### config.mk
export PLATFORM = sky130hd
export DESIGN_NAME = dirq_regs
export DESIGN_NICKNAME = d
export VERILOG_FILES = /design/src/rtl/dirq_pkg.sv /design/src/rtl/dirq_decode.sv /design/src/rtl/dirq_status.sv /design/src/rtl/dirq_ctl.sv /design/src/rtl/dirq_regs.sv
export SDC_FILE = /design/constraint.sdc
export NUM_CORES = 1
export LEC_CHECK = 0
export ABC_AREA = 1
export BUFFER_PORTS_ARGS = -buffer_cell sky130_fd_sc_hd__buf_2
export CAP_MARGIN = 20
export CORE_MARGIN = 10
export CORE_UTILIZATION = 42
export DETAILED_ROUTE_END_ITERATION = 12
export GPL_ROUTABILITY_DRIVEN = 0
export PLACE_DENSITY = 0.78
export SYNTH_ARGS = -nofsm -noshare
export SYNTH_HDL_FRONTEND = slang
export SYNTH_SLANG_ARGS = --single-unit
### constraint.sdc
create_clock -name clk -period 2 [get_ports clk]
set_input_delay 0.1 -clock clk [delete_from_list [all_inputs] [get_ports clk]]
set_output_delay 0.1 -clock clk [all_outputs]
set_load 0.02 [all_outputs]
### src/rtl/dirq_pkg.sv
package dirq_pkg;

    localparam int REG_DATA_W = 16;
    localparam int NUM_REGS   = 4;
    localparam int REG_STRIDE = 8;
    localparam int NUM_SRC    = 3;
    localparam int STAT_W     = NUM_SRC + 1;

    localparam int ACK_LSB    = 8;
    localparam int LEN_LSB    = 8;
    localparam int START_BIT  = 8;

    typedef enum logic [1:0] {
        RIDX_RSVD = 2'd0,
        RIDX_STAT = 2'd1,
        RIDX_MASK = 2'd2,
        RIDX_CTRL = 2'd3
    } reg_idx_e;

    typedef struct packed {
        logic any;
        logic init_done;
        logic multi;
        logic single;
    } stat_t;

    typedef struct packed {
        logic ack;
        logic mask;
        logic ctrl;
    } wr_strobe_t;

    function automatic stat_t make_status(input logic [NUM_SRC-1:0] raw);
        stat_t s;
        s.any       = |raw;
        s.init_done = raw[2];
        s.multi     = raw[1];
        s.single    = raw[0];
        return s;
    endfunction

endpackage

### src/rtl/dirq_decode.sv
module dirq_decode
    import dirq_pkg::*;
#(
    parameter int          ADDR_W = 16,
    parameter logic [15:0] BASE   = 16'h8000
) (
    input  logic [ADDR_W-1:0]   addr,
    input  logic                wr,
    output logic [NUM_REGS-1:0] hit,
    output wr_strobe_t          we
);

    for (genvar i = 0; i < NUM_REGS; i++) begin : g_hit
        localparam logic [ADDR_W-1:0] REG_ADDR = ADDR_W'(BASE) + ADDR_W'(i * REG_STRIDE);
        assign hit[i] = (addr == REG_ADDR);
    end

    always_comb begin
        we.ack  = wr & hit[RIDX_STAT];
        we.mask = wr & hit[RIDX_MASK];
        we.ctrl = wr & hit[RIDX_CTRL];
    end

endmodule

### src/rtl/dirq_status.sv
module dirq_status
    import dirq_pkg::*;
#(
    parameter int LEN_W  = 8,
    parameter int TYPE_W = 3
) (
    input  logic               clk,
    input  logic               rst,
    input  logic               enable,
    input  logic               oor_evt,
    input  logic [LEN_W-1:0]   oor_len,
    input  logic [TYPE_W-1:0]  oor_type,
    input  logic               init_done,
    input  logic               ack_we,
    input  logic [NUM_SRC-1:0] ack_bits,
    output stat_t              status,
    output logic [LEN_W-1:0]   cap_len,
    output logic [TYPE_W-1:0]  cap_type
);

    logic [NUM_SRC-1:0] raw_q, raw_d, set_v, clr_v;
    logic               init_prev_q;
    logic               evt_ok, first_evt, again_evt, init_rise;
    logic [LEN_W-1:0]   len_q;
    logic [TYPE_W-1:0]  type_q;

    always_comb begin
        evt_ok    = oor_evt & enable;
        first_evt = evt_ok & ~raw_q[0];
        again_evt = evt_ok & raw_q[0];
        init_rise = init_done & ~init_prev_q;
        set_v     = {init_rise, again_evt, first_evt};
        clr_v     = ack_we ? ack_bits : '0;
    end

    // set has priority over clear on every bit
    for (genvar b = 0; b < NUM_SRC; b++) begin : g_bit
        assign raw_d[b] = set_v[b] | (raw_q[b] & ~clr_v[b]);
    end

    always_ff @(posedge clk) begin
        if (rst) begin
            raw_q       <= '0;
            init_prev_q <= 1'b0;
            len_q       <= '0;
            type_q      <= '0;
        end else begin
            raw_q       <= raw_d;
            init_prev_q <= init_done;
            if (first_evt) begin
                len_q  <= oor_len;
                type_q <= oor_type;
            end
        end
    end

    assign status   = make_status(raw_q);
    assign cap_len  = len_q;
    assign cap_type = type_q;

endmodule

### src/rtl/dirq_ctl.sv
module dirq_ctl
    import dirq_pkg::*;
(
    input  logic              clk,
    input  logic              rst,
    input  logic              mask_we,
    input  logic [STAT_W-1:0] mask_wdata,
    input  logic              ctrl_we,
    input  logic              start_wdata,
    input  stat_t             status,
    output logic [STAT_W-1:0] mask,
    output logic              start,
    output logic              irq
);

    logic [STAT_W-1:0] mask_q;
    logic              start_q, irq_q;

    always_ff @(posedge clk) begin
        if (rst) begin
            mask_q  <= '0;
            start_q <= 1'b0;
            irq_q   <= 1'b0;
        end else begin
            if (mask_we) mask_q  <= mask_wdata;
            if (ctrl_we) start_q <= start_wdata;
            irq_q <= |(STAT_W'(status) & mask_q);
        end
    end

    assign mask  = mask_q;
    assign start = start_q;
    assign irq   = irq_q;

endmodule

### src/rtl/dirq_regs.sv
module dirq_regs
    import dirq_pkg::*;
#(
    parameter int          ADDR_W = 16,
    parameter logic [15:0] BASE   = 16'h8000,
    parameter int          LEN_W  = 8,
    parameter int          TYPE_W = 3
) (
    input  logic                  clk,
    input  logic                  rst,
    input  logic [ADDR_W-1:0]     reg_addr,
    input  logic                  reg_wr,
    input  logic [REG_DATA_W-1:0] reg_wdata,
    output logic [REG_DATA_W-1:0] reg_rdata,
    input  logic                  oor_evt,
    input  logic [LEN_W-1:0]      oor_len,
    input  logic [TYPE_W-1:0]     oor_type,
    input  logic                  init_done,
    output logic                  irq,
    output logic                  cmd_en
);

    logic [NUM_REGS-1:0] hit;
    wr_strobe_t          we;
    stat_t               status;
    logic [STAT_W-1:0]   mask;
    logic                start;
    logic [LEN_W-1:0]    cap_len;
    logic [TYPE_W-1:0]   cap_type;

    dirq_decode #(.ADDR_W(ADDR_W), .BASE(BASE)) u_dec (
        .addr (reg_addr),
        .wr   (reg_wr),
        .hit  (hit),
        .we   (we)
    );

    dirq_status #(.LEN_W(LEN_W), .TYPE_W(TYPE_W)) u_stat (
        .clk       (clk),
        .rst       (rst),
        .enable    (start),
        .oor_evt   (oor_evt),
        .oor_len   (oor_len),
        .oor_type  (oor_type),
        .init_done (init_done),
        .ack_we    (we.ack),
        .ack_bits  (reg_wdata[ACK_LSB +: NUM_SRC]),
        .status    (status),
        .cap_len   (cap_len),
        .cap_type  (cap_type)
    );

    dirq_ctl u_ctl (
        .clk         (clk),
        .rst         (rst),
        .mask_we     (we.mask),
        .mask_wdata  (reg_wdata[STAT_W-1:0]),
        .ctrl_we     (we.ctrl),
        .start_wdata (reg_wdata[START_BIT]),
        .status      (status),
        .mask        (mask),
        .start       (start),
        .irq         (irq)
    );

    always_comb begin
        reg_rdata = '0;
        unique case (1'b1)
            hit[RIDX_RSVD]: reg_rdata = '0;
            hit[RIDX_STAT]: reg_rdata[STAT_W-1:0] = status;
            hit[RIDX_MASK]: begin
                reg_rdata[STAT_W-1:0]       = mask;
                reg_rdata[LEN_LSB +: LEN_W] = cap_len;
            end
            hit[RIDX_CTRL]: begin
                reg_rdata[TYPE_W-1:0] = cap_type;
                reg_rdata[START_BIT]  = start;
            end
            default: reg_rdata = '0;
        endcase
    end

    assign cmd_en = start;

endmodule

# After elaboration in Yosys (flattened, before gate mapping)

Cells that the tools add are included.
W data, S select, Z words.

Register bits: 21
Logic and storage cells: 36
Output and inout bits: 18

Eq/ne operators: 3
Multiplexer cells: 5
Reductions and logical operators: 2
Bitwise gates (word level): 19

Operators with widths:

| cell                   | count |
|---|---|
| $eq A16 B16 Y1 const B | 3 |
| $and A1 B1 Y1          | 10 |
| $pmux W3 S3            | 1 |
| $mux W7                | 1 |
| $not A1 Y1             | 5 |
| $and A4 B4 Y4          | 1 |
| $pmux W1 S2            | 2 |
| $reduce_or A4 Y1       | 1 |
| $mux W3                | 1 |
| $or A1 B1 Y1           | 3 |
| $reduce_or A3 Y1       | 1 |

# Depth between registers and ports, before layout

Gate-level depths: netlist of run 1.

Depth after elaboration: 6
Gate-level depth with buffers: 9
Depth with buffers taken out: 9

# By module

A second synthesis of run 1 with hierarchy kept.

Cells, all modules: 196
Area, all modules: 1177.4 µm²

Modules (own cells, without submodules):

| module      | cells an instance | instances | area an instance (µm²) | seq. area each (µm²) |
|---|---|---|---|---|
| dirq_status | 89                | 1         | 628.1                  | 300.3 |
| dirq_ctl    | 31                | 1         | 220.2                  | 120.1 |
| dirq_regs   | 38                | 1         | 176.4                  | 0.0 |
| dirq_decode | 38                | 1         | 152.6                  | 0.0 |

# Least setup slack after synthesis of run 1

Ideal clock, no wire load.

Kind: flip-flop to flip-flop
From: register u_ctl.start_q (netlist: u_ctl.start)
To: register u_stat.len_q[1] (netlist: u_stat.cap_len[1])
Path slack: 0.802 ns
Library setup time: 0.119 ns
Period minus slack after synthesis: 1.198 ns
Cell stages (with the launch flop): 7
Arrival time: 1.079 ns
Cell sequence: dfxtp_1 > nand2_1 > nor2_1 > inv_1 > buf_2 > o21ai_0 > a21oi_1

Word-level cells in the longest chain between the ends: 2

Ends and longest elaborated chain:

| item                   | line              | text |
|---|---|---|
| start, declared        | dirq_ctl.sv:17    | `logic start_q, irq_q;` |
| start signal, assigned | dirq_ctl.sv:26    | `if (ctrl_we) start_q <= start_wdata;` |
| $and A1 B1 Y1          | dirq_status.sv:28 | `evt_ok = oor_evt & enable;` |
| $and A1 B1 Y1          | dirq_status.sv:29 | `first_evt = evt_ok & ~raw_q[0];` |
| end signal, assigned   | dirq_status.sv:51 | `len_q <= oor_len;` |
| end, declared          | dirq_status.sv:24 | `logic [LEN_W-1:0] len_q;` |

No other way between the ends.
A chain may end at the register's enable or synchronous reset.

# Worst setup path in the final report of run 1

From: input port reg_addr[13]
To: output port reg_rdata[0]

Word-level cells in the longest chain between the ends: 2

Ends and longest elaborated chain:

| item            | line              | text |
|---|---|---|
| start, declared | dirq_regs.sv:11   | `input logic [ADDR_W-1:0] reg_addr,` |
| $eq A16 B16 Y1  | dirq_decode.sv:15 | `assign hit[i] = (addr == REG_ADDR);` |
| $pmux W3 S3 (*) | dirq_regs.sv:68   | `unique case (1'b1)` |
| end, declared   | dirq_regs.sv:14   | `output logic [REG_DATA_W-1:0] reg_rdata,` |

Every way passes the cells marked *; elsewhere a longest branch is shown, timed or not.

==> qor.csv, run 1 <==
stage,metric,value,unit
clock_network,clock latency on the worst-skew pair,0.30,ns
synth,"Primary FF master, synth",dfxtp_1,
critical_path,"Data required, critical path",1.90,ns
detailed_routing,final wirelength,2780,um
synth,Yosys reg bits,21,
timing,Final WS setup,0.565,ns
synth,Synth cell types,23,
job,max-cap violations,0,
pwr,total power,0.694,mW
critical_path,worst setup path start,reg_addr[13],
cells_and_area,Non-Filler Instances,237,
clock_network,CTS sink count,21,
critical_path,Startpoint Class,primary input,
synth,largest area contributor in the netlist,dfxtp_1,
placement,Placement Cell Area,1330,sq um
placement,Final HPWL DP,2280,um
critical_path,"critical path, cell by cell","buf_2, nor2_1, nand3_2, nor2_4, nand2_1, inv_1, nand2_1, o211ai_2, buf_2",
detailed_routing,residual DRC count,0,
cells_and_area,footprint of the multi-input gates,538,sq um
pwr,static leakage,0.605,nW
synth,Syn Std Cell Area,1100,sq um
timing,RSZ-0062 raised after global routing,false,
timing,Achievable Freq,0.697,GHz
die,initial core utilization,44.2,%
timing,ratio of final minimum period to clock period,71.7,%
synth,Gate Count Post-Synth,157,
timing,count of final hold-check violations,0,
cells_and_area,Area growth syn-to-layout,24.5,%
die,I/O pin count,66,
die,Core Area,2480,sq um
synth,syn_area_per_cell,6.98,sq um
critical_path,Crit-path slowest cell,nor2_4,
cells_and_area,Register Area,420,sq um
clock_network,clock-pin slew on the worst setup and hold paths,0.12,ns
clock_network,post-CTS resize count,0,
synth,number of synthesized flops with an enable pin,0,
detailed_routing,remaining antenna violation count,0,
grt,global route overflow,0,
critical_path,crit path kind,in2out,
timing,"Setup violations, final",0,
synth,top cell type's share of synthesized area,38.4,%
status,status,finished clean,
critical_path,CP Buf/Inv Count,3,
cells_and_area,fin nets,256,
cells_and_area,Finished Core Util,55.1,%
grt,vias in the first global route,1075,
synth,fraction of registers with async set/reset,0,%
placement,Cells after DPL,232,
die,die height,71.1,um
timing,Hold WS,0.0110,ns
hold_path,worst hold path class,in2reg,
die,die width,71.1,um
clock_network,H-tree levels,1,
timing,fin. max-slew vios,0,
grt,initial antenna violation count,0,
clock_network,Root Driver,clkbuf_4,
synth,most frequent cells after synthesis,"nand2_1, nor2_1, dfxtp_1, inv_1, a21oi_1",
critical_path,Crit path max-delay family,simple AND/OR/NAND/NOR gates,
grt,first-pass GRT wire length,4710,um
timing,Post-Route Setup TNS,0,ns
clock_network,maximum clock insertion buffer count,2,
die,Die ar.,5050,sq um
timing,"Min Clock Period, post-route",1.43,ns
pwr,Power Dens Cells,508,nW/um^2
critical_path,Crit path arrival time,1.33,ns
clock_network,CTS tree,done,
placement,port bufs,52,
critical_path,Crit. End Element,output pin,
grt,GRT Util Overall,11.0,%
clock_network,CTS Buf Count,3,
synth,sequential fraction of the synthesis area,38.4,%
detailed_routing,routed via count,1120,
cells_and_area,share of post-route cells with drive strength above 1,30.9,%
pwr,worst vdd rail ir drop,0.398,mV
critical_path,r2r startpoint,u_ctl.start,
timing,clk_skew,0.00679,ns
detailed_routing,Vias/cell,4.73,
synth,"count leader, synth",nand2_1,
cells_and_area,post-route design area,1370,sq um
cells_and_area,ANT cells,0,
detailed_routing,WL/cell,11.7,um
detailed_routing,DR iter-0 viols,39,
die,row cnt,18,
detailed_routing,DRT Pass-1 Iters,5,
placement,dpl ws,0.568,ns
synth,Synth area leaders,"dfxtp_1, nand2_1, nor2_1",
critical_path,Worst Path Max Fanout,16,
synth,Ys Warns,0,
hold_path,worst hold start,oor_type[1],
cells_and_area,fill cell instance count of the final layout,265,
critical_path,largest stage delay on the critical path,0.30,ns
grt,largest net degree at the start of global routing,21,
-- kinds of logic after synthesis --
group | synth area share (%)
AO/OA/AOI/OAI | 16.1
buffers and inverters | 13.6
flip-flops | 38.4
other | 0.342
AND/OR/NAND/NOR | 31.6
-- flip-flops by register name (all words and copies together), names as in the netlist --
register and flops:
u_ctl.irq 1, u_ctl.mask 4, u_ctl.start 1, u_stat.cap_len 8, u_stat.cap_type 3, u_stat.init_prev_q 1
u_stat.raw_q 3
-- worst paths after layout --
kind / to / slack, ns / cells past startpoint
max: reg_rdata[0] / 0.57 / 9
min: u_stat.cap_type[1] / 0.01 / 3
max reg2reg: u_stat.cap_len[3] / 0.67 / 5
min reg2reg: u_stat.raw_q[2] / 0.43 / 1
-- power by group --
part	internal [mW]	switching, mW
Combinational	0.0348	0.0391
Sequential	0.421	0.00110
Clock	0.0745	0.123
-- cell usage in the layout, fill, tap and decap left out, drive strengths merged --
cell	Yosys	layout
dlygate4sd3	0	1
a41oi	1	1
nand3b	2	2
buf	9	52
o211ai	3	3
o21ai	13	13
conb	1	4
dfxtp	21	21
nand4	7	7
clkinv	0	1
nor2	29	29
inv	19	19
nand3	9	9
clkbuf	1	3
nand2	27	27
a21oi	15	15
-- tightest hold or removal path, cell delays in order --
cell    delay [ns]
buf_2         0.07
nor2_1        0.03
nor2_1        0.08
-- per-layer routing --
metal / vias up / global-route usage, % / part of all wire [%]
met3: 4 / 4.60 / 8.1
li1: 601 / - / -
met4: 0 / 2.58 / 0.72
met5: - / 0 / 0
met1: 481 / 11.7 / 42
met2: 34 / 19.5 / 49
-- cell type report --
class / instances / share of cell area (%)
multi-input combinational: 110 / 39.4
sequential: 21 / 30.8
timing repair buffer: 53 / 19.8
inverter: 19 / 5.22
tap: 30 / 2.75
clock buffer: 3 / 1.65
clock inverter: 1 / 0.367
-- repair_timing --
action,in CTS,in global routing
hold buffers,1,0
buffers inserted,0,0
hold endpoints to repair,1,0
Note: power is estimated with default switching activity, not from simulation.
==> run 2, diff against run 1 <==
Settings changed: ABC_AREA 1 to 0, CORE_UTILIZATION 42 to 38, PLACE_DENSITY 0.78 to 0.74.
Clock period 2 ns to 1.2 ns, I/O delays scaled along.
==> run 2 against run 1 <==
Largest power group unchanged. Hold slack got worse by 0.0031 ns. Sequential power is 67% higher. The flow now finishes with violations (negative setup slack). Highest routed layer unchanged. Count of clock-buffer cells in the layout up 1.
==> qor.csv, run 2 <==
stage,metric,value,unit,change
status,status,"complete, but fails checks",,
status,failing checks,negative setup slack,,
detailed_routing,remaining antenna violation count,0,,unchanged
clock_network,H-tree levels,1,,unchanged
critical_path,FF-to-FF setup slack,0.10,ns,-0.57 ns
grt,largest net degree at the start of global routing,20,,-4.8%
die,initial core utilization,39.8,%,-4.4 points
timing,"Setup violations, final",6,,+6
critical_path,R2R cell count,5,,unchanged
critical_path,r2r startpoint,u_stat.raw_q[0],,
hold_path,Worst Hold End,u_ctl.mask[1],,
hold_path,worst hold path class,in2reg,,
synth,"count leader, synth",nand2_1,,
synth,Yosys reg bits,21,,unchanged
detailed_routing,Vias/cell,4.98,,+5.3%
placement,Placement Cell Area,1450,sq um,+9.0%
cells_and_area,Non-Filler Instances,246,,+3.8%
grt,GRT Util Overall,13.1,%,+2.2 points
detailed_routing,routed via count,1224,,+9.3%
hold_path,worst hold start,reg_wdata[1],,
synth,largest area contributor in the netlist,dfxtp_1,,
critical_path,"Data required, critical path",1.14,ns,-0.76 ns
grt,vias in the first global route,1263,,+17%
detailed_routing,DRT Pass-1 Iters,4,,-1
pwr,Power Dens Cells,697,nW/um^2,+37%
job,max-cap violations,0,,unchanged
synth,top cell type's share of synthesized area,38.0,%,-0.39 points
clock_network,CTS Buf Count,3,,unchanged
critical_path,Crit. End Element,output pin,,
die,I/O pin count,66,,unchanged
synth,Ys Warns,0,,unchanged
cells_and_area,post-route design area,1810,sq um,+33%
cells_and_area,ANT cells,0,,unchanged
placement,port bufs,52,,unchanged
synth,"Primary FF master, synth",dfxtp_1,,
detailed_routing,residual DRC count,0,,unchanged
placement,Cells after DPL,224,,-3.4%
timing,Achievable Freq,0.699,GHz,
timing,RSZ-0062 raised after global routing,true,,
timing,fin. max-slew vios,0,,unchanged
clock_network,Root Driver,clkbuf_4,,
timing,Final WS setup,-0.231,ns,-0.797 ns
synth,Synth area leaders,"dfxtp_1, nand2_1, a21oi_1",,
die,row cnt,19,,+1
critical_path,Startpoint Class,register,,
grt,first-pass GRT wire length,5840,um,+24%
grt,initial antenna violation count,0,,unchanged
clock_network,maximum clock insertion buffer count,2,,unchanged
synth,Syn Std Cell Area,1110,sq um,+1.0%
pwr,static leakage,0.775,nW,+28%
timing,clk_skew,0.000610,ns,-0.00618 ns
cells_and_area,fin nets,264,,+3.1%
detailed_routing,WL/cell,14.6,um,+24%
timing,ratio of final minimum period to clock period,119,%,
cells_and_area,share of post-route cells with drive strength above 1,45.1,%,+14 points
cells_and_area,"commonest cells after routing, fill and taps aside","buf_2, nand2_1, buf_4",,
timing,count of final hold-check violations,0,,unchanged
pwr,worst vdd rail ir drop,0.881,mV,+120%
hold_path,hold-critical path depth,3,,unchanged
synth,Synth cell types,28,,+22%
cells_and_area,"commonest non-fill, non-tap cell in the layout",buf_2,,
critical_path,worst setup path start,u_stat.raw_q[0],,
clock_network,clock-pin slew on the worst setup and hold paths,0.11,ns,about the same
clock_network,CTS tree,done,,
pwr,total power,1.26,mW,+82%
critical_path,crit path kind,reg2out,,
critical_path,Worst Path Max Fanout,4,,-12
timing,"Min Clock Period, post-route",1.43,ns,
synth,Gate Count Post-Synth,137,,-13%
detailed_routing,DR iter-0 viols,62,,+59%
critical_path,RR Endpoint,u_stat.cap_len[1],,
synth,most frequent cells after synthesis,"nand2_1, dfxtp_1, a21oi_1, nor2_1, nand3_1",,
grt,global route overflow,0,,unchanged
die,Core Area,2780,sq um,+12%
die,Die ar.,5470,sq um,+8.3%
detailed_routing,final wirelength,3580,um,+29%
cells_and_area,Area growth syn-to-layout,63.6,%,
cells_and_area,fill cell instance count of the final layout,230,,-13%
clock_network,clock latency on the worst-skew pair,0.30,ns,about the same
die,die height,74.0,um,+4.1%
timing,Hold WS,0.00793,ns,-0.00312 ns
die,die width,74.0,um,+4.1%
clock_network,CTS sink count,21,,unchanged
placement,Final HPWL DP,2540,um,+11%
synth,sequential fraction of the synthesis area,38.0,%,-0.39 points
critical_path,Crit path arrival time,1.37,ns,+0.04 ns
synth,number of synthesized flops with an enable pin,0,,unchanged
cells_and_area,max reg flops,8,,unchanged
synth,fraction of registers with async set/reset,0,%,unchanged
synth,syn_area_per_cell,8.08,sq um,+16%
placement,dpl ws,-0.106,ns,-0.674 ns
==> run 2: cells by family after synthesis <==
kind of cell | share of synthesized area (%)
AOI/OAI and AO/OA | 15.4
buffers and inverters | 6.78
muxes | 3.95
DFF | 38.0
other | 0.339
and+or+nand+nor | 35.6
==> run 2: critical path, stage by stage (launching register included) <==
cell and delay (ns):
dfxtp_4 0.37, or3_4 0.37, a22oi_2 0.12, nor2_1 0.06, buf_4 0.15
==> run 2: repair_timing <==
action,in CTS,in global routing
gates resized for setup,40,8
endpoints found under the hold margin,13,0
pin swaps,8,15
buffers inserted,4,1
endpoints found under the setup margin,11,13
hold buffers,13,0
==> run 2: report_power, final <==
group          internal [mW]  switching, mW  leakage [nW]
sequential             0.700        0.00357         0.172
clock                  0.129          0.211        0.0150
combinational          0.123         0.0956         0.588
total                  0.953          0.311         0.775
==> run 2: worst max path at each step <==
stage                         end  slack [ns]  cells past startpoint
floorplan           reg_rdata[10]        0.03                      5
CTS                  reg_rdata[3]       -0.24                      4
global placement      u_ctl.start       -0.07                      6
finish               reg_rdata[3]       -0.23                      4
global route         reg_rdata[3]       -0.29                      4
detailed placement    u_ctl.start       -0.11                      6
==> run 2: cell type report <==
cell class / count / area, sq um / area share, %
timing repair buffer: 82 / 613 / 33.8
tap: 31 / 38.8 / 2.14
multi-input combinational: 104 / 691 / 38.1
sequential: 21 / 428 / 23.6
inverter: 4 / 15.0 / 0.829
clock buffer: 4 / 26.3 / 1.45
==> run 2: metrics by stage <==
step | setup TNS (ns) | util (%)
after floorplan | 0 | -
after global placement | -0.554 | 52.0
after detailed placement | -0.752 | 52.0
after CTS | -0.784 | 63.3
after global routing | -1.23 | 65.1
final | -0.719 | 65.1
==> run 2: routing by layer <==
| metal | wire length, um | track usage, % | vias to the layer above |
|---|---|---|---|
| met5 | 0 | 0 | - |
| met4 | 27 | 2.48 | 0 |
| met3 | 391 | 6.38 | 4 |
| met2 | 1750 | 23.3 | 46 |
| met1 | 1410 | 13.8 | 550 |
| li1 | - | - | 624 |
==> run 3, diff against run 2 <==
Settings changed: CTS_BUF_LIST from default to sky130_fd_sc_hd__clkbuf_16, HOLD_SLACK_MARGIN from default to 0.1, RECOVER_POWER from default to 50.
==> run 3 against run 2 <==
The run still ends with negative setup slack left. Die area did not move. Critical path type unchanged. Register-to-register slack got worse by 0.03 ns. Largest power group is now the clock network. Wire length rose by 4.7%.
==> qor.csv, run 3 (synthesized netlist as in run 2, its figures left out) <==
stage,metric,value,unit,change
grt,global route overflow,0,,unchanged
status,status,"complete, but fails checks",,
pwr,Logic pwr share,13.8,%,-3.5 points
detailed_routing,Vias/cell,5.02,,+0.97%
critical_path,largest stage delay on the critical path,0.39,ns,+0.02 ns
grt,largest net degree at the start of global routing,20,,unchanged
timing,Post-Route Setup TNS,-0.477,ns,+0.242 ns
die,Core Area,2780,sq um,unchanged
detailed_routing,WL/cell,15.0,um,+2.7%
critical_path,"Data required, critical path",1.14,ns,about the same
cells_and_area,fill cell instance count of the final layout,209,,-9.1%
cells_and_area,fin nets,269,,+1.9%
clock_network,Root Driver,clkbuf_16,,
critical_path,Crit path arrival time,1.32,ns,-0.05 ns
cells_and_area,max reg flops,8,,unchanged
pwr,sequential share of power,43.0,%,-13 points
clock_network,CTS tree,done,,
placement,port bufs,52,,unchanged
timing,clk_skew,0.00176,ns,+0.00115 ns
timing,ratio of final minimum period to clock period,115,%,-4.5 points
pwr,Power Dens Cells,855,nW/um^2,+23%
timing,count of final hold-check violations,0,,unchanged
pwr,Net Sw Frac,22.1,%,-2.5 points
cells_and_area,"commonest cells after routing, fill and taps aside","buf_2, nand2_1, a21oi_1, buf_6, dfxtp_1",,
status,failing checks,negative setup slack,,
cells_and_area,"commonest non-fill, non-tap cell in the layout",buf_2,,
critical_path,worst setup path start,u_stat.raw_q[2],,
cells_and_area,ANT cells,0,,unchanged
critical_path,Startpoint Class,register,,
critical_path,r2r startpoint,u_stat.raw_q[0],,
clock_network,CTS sink count,21,,unchanged
detailed_routing,residual DRC count,0,,unchanged
detailed_routing,DRT Pass-1 Iters,4,,unchanged
die,I/O pin count,66,,unchanged
critical_path,Worst Path Max Fanout,4,,unchanged
timing,Achievable Freq,0.726,GHz,+3.9%
cells_and_area,Register Area,427,sq um,-0.29%
cells_and_area,footprint of the multi-input gates,686,sq um,-0.72%
clock_network,clock latency on the worst-skew pair,0.26,ns,-0.04 ns
detailed_routing,routed via count,1261,,+3.0%
grt,initial antenna violation count,0,,unchanged
die,Die ar.,5470,sq um,unchanged
cells_and_area,Area growth syn-to-layout,72.8,%,
timing,"Min Clock Period, post-route",1.38,ns,-0.0542 ns
pwr,worst vdd rail ir drop,1.21,mV,+37%
pwr,static leakage,0.806,nW,+4.0%
detailed_routing,final wirelength,3750,um,+4.7%
die,die height,74.0,um,unchanged
detailed_routing,DR iter-0 viols,69,,+11%
die,initial core utilization,39.8,%,unchanged
placement,Final HPWL DP,2540,um,unchanged
critical_path,"critical path, cell by cell","or3_4, a22oi_2, nor2_1, buf_4",,
die,die width,74.0,um,unchanged
grt,GRT Util Overall,13.7,%,+0.60 points
critical_path,Crit. End Element,output pin,,
die,row cnt,19,,unchanged
job,max-cap violations,0,,unchanged
hold_path,worst hold path class,in2reg,,
timing,RSZ-0062 raised after global routing,true,,
grt,vias in the first global route,1304,,+3.2%
cells_and_area,share of post-route cells with drive strength above 1,43.6,%,-1.5 points
timing,"Setup violations, final",12,,+6
grt,first-pass GRT wire length,6000,um,+2.8%
clock_network,CTS Buf Count,3,,unchanged
pwr,total power,1.64,mW,+30%
hold_path,worst hold start,oor_evt,,
critical_path,Crit-path slowest cell,or3_4,,
critical_path,crit path kind,reg2out,,
detailed_routing,remaining antenna violation count,0,,unchanged
clock_network,maximum clock insertion buffer count,2,,unchanged
timing,fin. max-slew vios,0,,unchanged
placement,dpl ws,-0.106,ns,unchanged
pwr,Clk network pwr share,43.1,%,+16 points
clock_network,H-tree levels,1,,unchanged
pwr,cell internal pwr,1.28,mW,+34%
pwr,switching pwr,0.361,mW,+16%
clock_network,clock-pin slew on the worst setup and hold paths,0.06,ns,-0.05 ns
timing,Final WS setup,-0.177,ns,+0.0542 ns
-- run 3: worst paths after layout --
kind / cells past startpoint / endpoint / slack (ns)
max: 4 / reg_rdata[3] / -0.18
min: 3 / u_stat.raw_q[1] / 0.11
max reg2reg: 5 / u_stat.cap_len[1] / 0.07
min reg2reg: 2 / u_stat.cap_len[5] / 0.45
-- run 3: final cells by class --
| type | instances | area share (%) |
|---|---|---|
| clock buffer | 3 | 3.92 |
| timing repair buffer | 87 | 34.9 |
| inverter | 4 | 0.785 |
| multi-input combinational | 104 | 35.8 |
| clock inverter | 1 | 0.196 |
| tap | 31 | 2.03 |
| sequential | 21 | 22.3 |
-- run 3: critical path, delay by kind of cell (launching register included) --
kind                   cells  cell delay [ns]
AOI/OAI and AO/OA          1             0.12
and+or+nand+nor            2             0.46
buffers and inverters      1             0.15
DFF                        1             0.33
-- run 3: through the flow --
stage                     instances  area (sq um)  util (%)  hold slack (ns)
after detailed placement        224          1450      52.0            0.270
after CTS                       249          1840      66.2            0.102
after global placement          224          1450      52.0            0.267
after floorplan                 140          1120         -            0.143
final                           251          1910      68.8            0.107
after global routing            251          1910      68.8            0.113
-- run 3: what timing repair did --
item / in CTS / in global routing
gates resized for setup: 37 / 17
setup endpoints to repair: 11 / 13
setup buffers: 4 / 2
pin swaps: 10 / 18
endpoints found under the hold margin: 16 / 0
hold buffers: 17 / 0
-- run 3: power by group through the flow --
stage          Combinational (mW)  Clock [mW]  Sequential [mW]
5_1_grt                     0.244       0.736            0.705
6_report                    0.227       0.705            0.704
2_1_floorplan              0.0735           0            0.720
3_5_place_dp                0.158           0            0.721
3_3_place_gp                0.157           0            0.721
4_1_cts                     0.210       0.712            0.704
-- run 3: layer usage --
metal  wire length [um]  vias to the layer above  global-route usage (%)  share of wire [%]
met2               1800                       43                    24.0                 48
met1               1520                      577                    13.9                 41
met3                375                        6                    6.78                 10
met4                 55                        0                    4.76                1.5
met5                  0                        -                       0                  0
li1                   -                      635                       -                  -
